$ cat src/rtl/dpll_state_ctrl.sv
`timescale 1ns/1ps
module dpll_state_ctrl #(
  parameter int W = 16,
  parameter logic [W-1:0] NOMINAL = 16'h8000,
  parameter int PER_LOW = 20,
  parameter int PER_T1 = 12,
  parameter int PER_E1 = 16,
  parameter int TOL = 2,
  parameter int WIN_LOG2 = 6
) (
  input  logic         clk,
  input  logic         rst_n,
  input  logic         tick,
  input  logic         ref_edge,
  input  logic [1:0]   sel,
  input  logic         force_free,
  input  logic [W-1:0] filt_word,
  output logic [W-1:0] ctl_word,
  output logic [1:0]   mode,
  output logic         holdover
);

  localparam int PMAX = (PER_LOW > PER_T1) ? ((PER_LOW > PER_E1) ? PER_LOW : PER_E1)
                                           : ((PER_T1 > PER_E1) ? PER_T1 : PER_E1);
  localparam int GW = $clog2(2 * PMAX + TOL + 2) + 1;
  localparam int WIN = 1 << WIN_LOG2;
  localparam int AW = W + WIN_LOG2;
  localparam logic [1:0] M_NORM = 2'd0, M_HOLD = 2'd1, M_FREE = 2'd2;

  logic [GW-1:0] gap;
  logic [GW:0]   meas, per, lo, hi, loss;
  logic          sel_ok, in_rng, valid_q, ref_good;

  always_comb begin
    case (sel)
      2'd0:    per = (GW+1)'(PER_LOW);
      2'd1:    per = (GW+1)'(PER_T1);
      2'd2:    per = (GW+1)'(PER_E1);
      default: per = '0;
    endcase
  end

  assign sel_ok   = (sel != 2'd3);
  assign lo       = per - (GW+1)'(TOL);
  assign hi       = per + (GW+1)'(TOL);
  assign loss     = per << 1;
  assign meas     = {1'b0, gap} + (GW+1)'(tick);
  assign in_rng   = sel_ok && (meas >= lo) && (meas <= hi);
  assign ref_good = valid_q && sel_ok && ({1'b0, gap} < loss);

  always_ff @(posedge clk or negedge rst_n) begin
    if (!rst_n) begin
      gap     <= '1;
      valid_q <= 1'b0;
    end else if (ref_edge) begin
      gap     <= '0;
      valid_q <= in_rng;
    end else if (tick && (gap != '1)) begin
      gap <= gap + 1'b1;
    end
  end

  logic [1:0]          mode_q, nxt;
  logic [AW-1:0]       acc, sum;
  logic [WIN_LOG2-1:0] wcnt;
  logic [W-1:0]        bank0, bank1, newest, older, pick, hold_q;
  logic                cur, late, pick_ok;
  logic [1:0]          ncomp;

  assign sum     = acc + AW'(filt_word);
  assign newest  = cur ? bank0 : bank1;
  assign older   = cur ? bank1 : bank0;
  assign late    = 32'(wcnt) >= 32'(loss);
  assign pick    = late ? newest : older;
  assign pick_ok = late ? (ncomp != 2'd0) : (ncomp == 2'd2);

  always_ff @(posedge clk or negedge rst_n) begin
    if (!rst_n) begin
      acc   <= '0;
      wcnt  <= '0;
      bank0 <= '0;
      bank1 <= '0;
      cur   <= 1'b0;
      ncomp <= '0;
    end else if (mode_q != M_NORM) begin
      acc  <= '0;
      wcnt <= '0;
    end else if (tick) begin
      if (wcnt == WIN_LOG2'(WIN - 1)) begin
        if (cur) bank1 <= sum[AW-1:WIN_LOG2];
        else     bank0 <= sum[AW-1:WIN_LOG2];
        cur  <= ~cur;
        acc  <= '0;
        wcnt <= '0;
        if (ncomp != 2'd2) ncomp <= ncomp + 2'd1;
      end else begin
        acc  <= sum;
        wcnt <= wcnt + 1'b1;
      end
    end
  end

  always_comb begin
    nxt = mode_q;
    if (force_free) nxt = M_FREE;
    else begin
      case (mode_q)
        M_NORM:  if (!ref_good) nxt = pick_ok ? M_HOLD : M_FREE;
        default: if (ref_good) nxt = M_NORM;
      endcase
    end
  end

  always_ff @(posedge clk or negedge rst_n) begin
    if (!rst_n) begin
      mode_q <= M_FREE;
      hold_q <= NOMINAL;
    end else begin
      mode_q <= nxt;
      if (mode_q == M_NORM && nxt == M_HOLD) hold_q <= pick;
    end
  end

  assign mode     = mode_q;
  assign holdover = (mode_q == M_HOLD);
  assign ctl_word = (mode_q == M_NORM) ? filt_word :
                    (mode_q == M_HOLD) ? hold_q : NOMINAL;

endmodule

$ cat config.mk
export PLATFORM = sky130hd
export DESIGN_NAME = dpll_state_ctrl
export DESIGN_NICKNAME = d
export VERILOG_FILES = /design/src/rtl/dpll_state_ctrl.sv
export SDC_FILE = /design/constraint.sdc
export NUM_CORES = 1
export LEC_CHECK = 0
export ABC_AREA = 1
export CAP_MARGIN = 20
export CORE_MARGIN = 2
export CORE_UTILIZATION = 65
export CTS_CLUSTER_DIAMETER = 30
export DETAILED_ROUTE_END_ITERATION = 7
export PLACE_DENSITY = 0.95
export SLEW_MARGIN = 10
export SYNTH_ARGS = -nofsm -noshare
export SYNTH_HDL_FRONTEND = slang
export SYNTH_SLANG_ARGS = --single-unit
$ cat constraint.sdc
create_clock -name clk -period 5.6 [get_ports clk]
set_input_delay 0.56 -clock clk [delete_from_list [all_inputs] [get_ports clk]]
set_output_delay 0.56 -clock clk [all_outputs]
set_load 0.005 [all_outputs]
# Word level (Yosys, flattened, before mapping)
# Cells that the tools add are included.
# op_classes
addsub	7
n_lt_le_gt_ge	4
n_eq_ne	9
muxes	20
n_bitwise	2
n_reduce_logical	16
# op_table
cell	n
$mux 16	5
$mux 22	3
$add 22x16->22	1
$mux 6	3
$pmux 5 s3	1
$mux 7	2
$reduce_and 4->1	3
$mux 2	5
$add 7x1->8	1
$add 8x2->8 const B	1
$ge 6x8->1	1
$ge 8x8->1	1
$le 8x8->1	1
$lt 7x8->1	1
$reduce_bool 2->1	4
$sub 8x2->8 const B	1
$add 7x1->7 const B	1
$ne 7x7->1 const B	1
$add 6x1->6 const B	1
$eq 2x1->1 const B	3
$eq 6x6->1 const B	1
$logic_and 1x1->1	6
$eq 2x2->1 const B	2
$logic_not 2->1	2
other kinds (5)	7
# totals
register_bits	89
input_bits	23
wordCells	68

# Depth between registers and ports, before layout
# logic_depth
word_depth	10
depth_mapped	14
ltp_nobuf	14

# Worst setup path before layout
# OpenSTA, ideal clock, no wires.
# synth_path
kind	input-to-reg
from	input sel[1]
to	register hold_q[10]
setup_time_ns	0.118
arrival_time_ns	2.036
slack_ns	3.446
stages	13
cell_sequence	inv_1 > ha_1 > inv_1 > ha_1 > nand2_1 > o21bai_1 > nand2_2 > nand2_1 > nand2_1 > nand3_1 > buf_4 > nand2_1 > nand2_1
# synth_between
elab_chain_len	10
elab_cells_between_ends	18
# synth_lines
item	line_no	source
start: declaration	15	input logic [1:0] sel,
$eq 2x2->1, or another cell as far along	35	case (sel)
$pmux 5 s3	35	
$ge 6x8->1	73	assign late = 32'(wcnt) >= 32'(loss);
$mux 1	75	assign pick_ok = late ? (ncomp != 2'd0) : (ncomp == 2'd2);
$mux 2 (2 in series)	108	M_NORM: if (!ref_good) nxt = pick_ok ? M_HOLD : M_FREE;
$mux 2	107	case (mode_q)
$mux 2	105	if (force_free) nxt = M_FREE;
$eq 2x1->1	120	if (mode_q == M_NORM && nxt == M_HOLD) hold_q <= pick;
$logic_and 1x1->1	120	
end signal: assignment	120	
end: declaration	66	logic [W-1:0] bank0, bank1, newest, older, pick, hold_q;
# Several ways; a longest one is shown, not always the timed one.
# A chain may end at the register's enable or synchronous reset.

# Worst setup path in the final report
# layout_path
from	input sel[0]
to	register hold_q[6]
# The elaborated chain is that of the path after synthesis.

==> impl_metrics.ini <==
[sta]
drv_slew = 0
clock_skew_ps = 11.4
fmax_mhz = 325
worst_pin_slew_ps = 899
setup_viol = 0
whs_ps = 101
rsz0062_at_grt = false
timing.final.crit_share = 0.549
setup-tns-final_ps = 0
relSlewSlack = 0.400
hold_violations = 0
fin_crit_ps = 3070

[synth]
synthesis.nets = 966
netlist_top_cells_area = dfrtp_1 32%, nand2_1 20%, ha_1 8.3%
yosysMostFrequentCell = nand2_1
ys_ff_latch = 89
synthSimpleGateAreaFrac = 0.341
yosysTopAreaCellShare = 0.322
synth_xor_area_frac = 0.0127
yosys.area.top_type = dfrtp_1
synth-adder-area-share = 0.0857
synthMuxAreaShare = 0
synth_edf_count = 0
ys_top_cells_by_count = 324 x nand2_1, 106 x inv_1, 80 x dfrtp_1, 80 x nand3_1, 61 x nor2_1
synth_area_um2 = 6220
syn_area_per_cell_um2 = 6.90
synth.distinct_cells = 34
synth_top_family_by_area = simple AND/OR/NAND/NOR gates
yosysWarningCount = 0
async_reset_ff_frac = 1.00
yosysSeqAreaShare = 0.360
syn_inst = 901
postSynth.topFlopCell = dfrtp_1
synth_compound_area_frac = 0.113

[die]
start_util = 0.673
io_pins = 42
die_h_um = 102
dieArea_um2 = 10400
die_w_um = 102
placementRows = 35
coreArea_um2 = 9240

[drt]
routed_wl_um = 16000
first_pass_iters = 5
drt-initial-drc-count = 456
drcViolationCount = 0
num_vias = 6191
wl_per_cell_um = 14.9
avgViaCountPerCell = 5.80
ant_nets = 0

[clocking]
numCtsBuffers = 9
cts_tree = built
ctsHtreeMaxLevel = 3
cts-root-buf = clkbuf_8
clkTransAtPathRegs_ps = 110
clock_latency_ps = 380
cts.repair.resized = 0
ctsHoldBuffers = 0
cts_max_path_buffers = 2
cts.sinks = 89
cts_setup_buffers = 0

[global_routing]
grt_usage = 0.323
grt_max_degree = 57
grt_pass1_vias = 5577
grt-ovfl-total = 0
grt_pass1_wl_um = 26100
grt_antenna_before_repair = 0

[cells_and_area]
drive_gt1_frac = 0.0543
fin_nets = 999
diodes = 0
fill_cells = 657
syn_to_final_growth_pct = 10.9

[placement]
io_buffers = 41
dp_hpwl_um = 12000
place.gp.congestion = 0.968

[setup_path]
arrival_ps = 3390
startpoint = sel[0]
cp_max_fo = 34
r2r_cells = 9
setup.worst_path.start_class = input port
end_kind = flop
r2r_setup_slack_ps = 2600
r2r_start = mode[0]
rr_endpoint = acc[4]
required_ps = 5920
worst-setup-path-type = in -> reg

[run]
maxCapViolCount = 0

[pwr]
ir_drop_v = 0.000155
pwr_density_cell_nw_per_um2 = 177
p_leak_nw = 3.62

[min_path]
min_path_type = in -> async

[run_status]
outcome = finished, final reports clean
[cells in the final DEF (no fill, tap or decap), types with 3 or more instances in the layout]
master             n
inv_2              7
a22o_1            17
nor2_2             4
buf_4              5
nor2_1            61
ha_1              41
o21ai_1           14
a21oi_1           42
xnor2_1            4
nor3_1             7
nand3_1           80
xor2_1             5
nor3_4             3
nand3b_1          10
dfstp_2            9
dfrtp_1           80
clkdlybuf4s50_1   40
nand4_1            6
o21ai_0           44
clkbuf_8           9
nand2_1          324
inv_1            106
[area by class of cell]
cell class	count	area [um^2]	share of cell area
multi-input combinational	676	3440	0.498
clock inverter	7	76.3	0.0111
inverter	113	424	0.0615
timing repair buffer	45	438	0.0635
sequential	89	2240	0.325
tap	129	161	0.0234
clock buffer	9	124	0.0180
[layer usage]
metal | wire length [um] | track usage
met1 | 6660 | 0.444
met2 | 7330 | 0.509
met3 | 1490 | 0.0704
met4 | 483 | 0.109
met5 | 0 | 0
[metrics by stage]
stage | std cells | util | total power, mW | setup WS (ps) | instance area (um^2)
global placement | 1052 | 0.725 | 0.776 | 2290 | 6700
global route | 1068 | 0.747 | 1.27 | 2270 | 6900
finish | 1068 | 0.747 | 1.22 | 2530 | 6900
floorplan | 901 | - | 0.729 | 3450 | 6220
detailed placement | 1052 | 0.725 | 0.781 | 2140 | 6700
CTS | 1068 | 0.747 | 1.22 | 2530 | 6900
[worst max path at each step]
stage	endpoint	slack, ps	depth (start not counted)
after floorplan	hold_q[10]	3450	13
after global placement	hold_q[3]	2290	11
after detailed placement	hold_q[6]	2140	11
after CTS	hold_q[6]	2530	11
after global routing	hold_q[5]	2270	12
final	hold_q[6]	2530	11
[sequential cells by signal (all words and copies together), names as in the netlist]
signal / flops
bank1: 16
valid_q: 1
mode: 2
bank0: 16
ncomp: 2
cur: 1
wcnt: 6
gap: 7
hold_q: 16
acc: 22
[power by group]
group	internal (mW)	total [mW]	switching [mW]	leakage (nW)
logic	0.0421	0.116	0.0737	2.37
registers	0.650	0.655	0.00507	1.15
clock network	0.174	0.451	0.277	0.0935
total	0.866	1.22	0.356	3.62
[worst max-delay path, cell delays in order]
cell             delay, ps
clkdlybuf4s50_1        590
ha_1                   260
inv_1                  100
ha_1                   290
nand2_1                 50
o21bai_1               160
nand2_2                400
a21oi_1                190
nor2_2                 520
nand3_1                160
nand2_1                100
[logic make-up after synthesis]
family / after synthesis
and+or+nand+nor: 502
buffers and inverters: 136
AOI/OAI and AO/OA: 123
DFF: 89
adders and majority gates: 42
xor gates and xnor gates: 9
No activity file was read; power rests on OpenSTA's default activity.
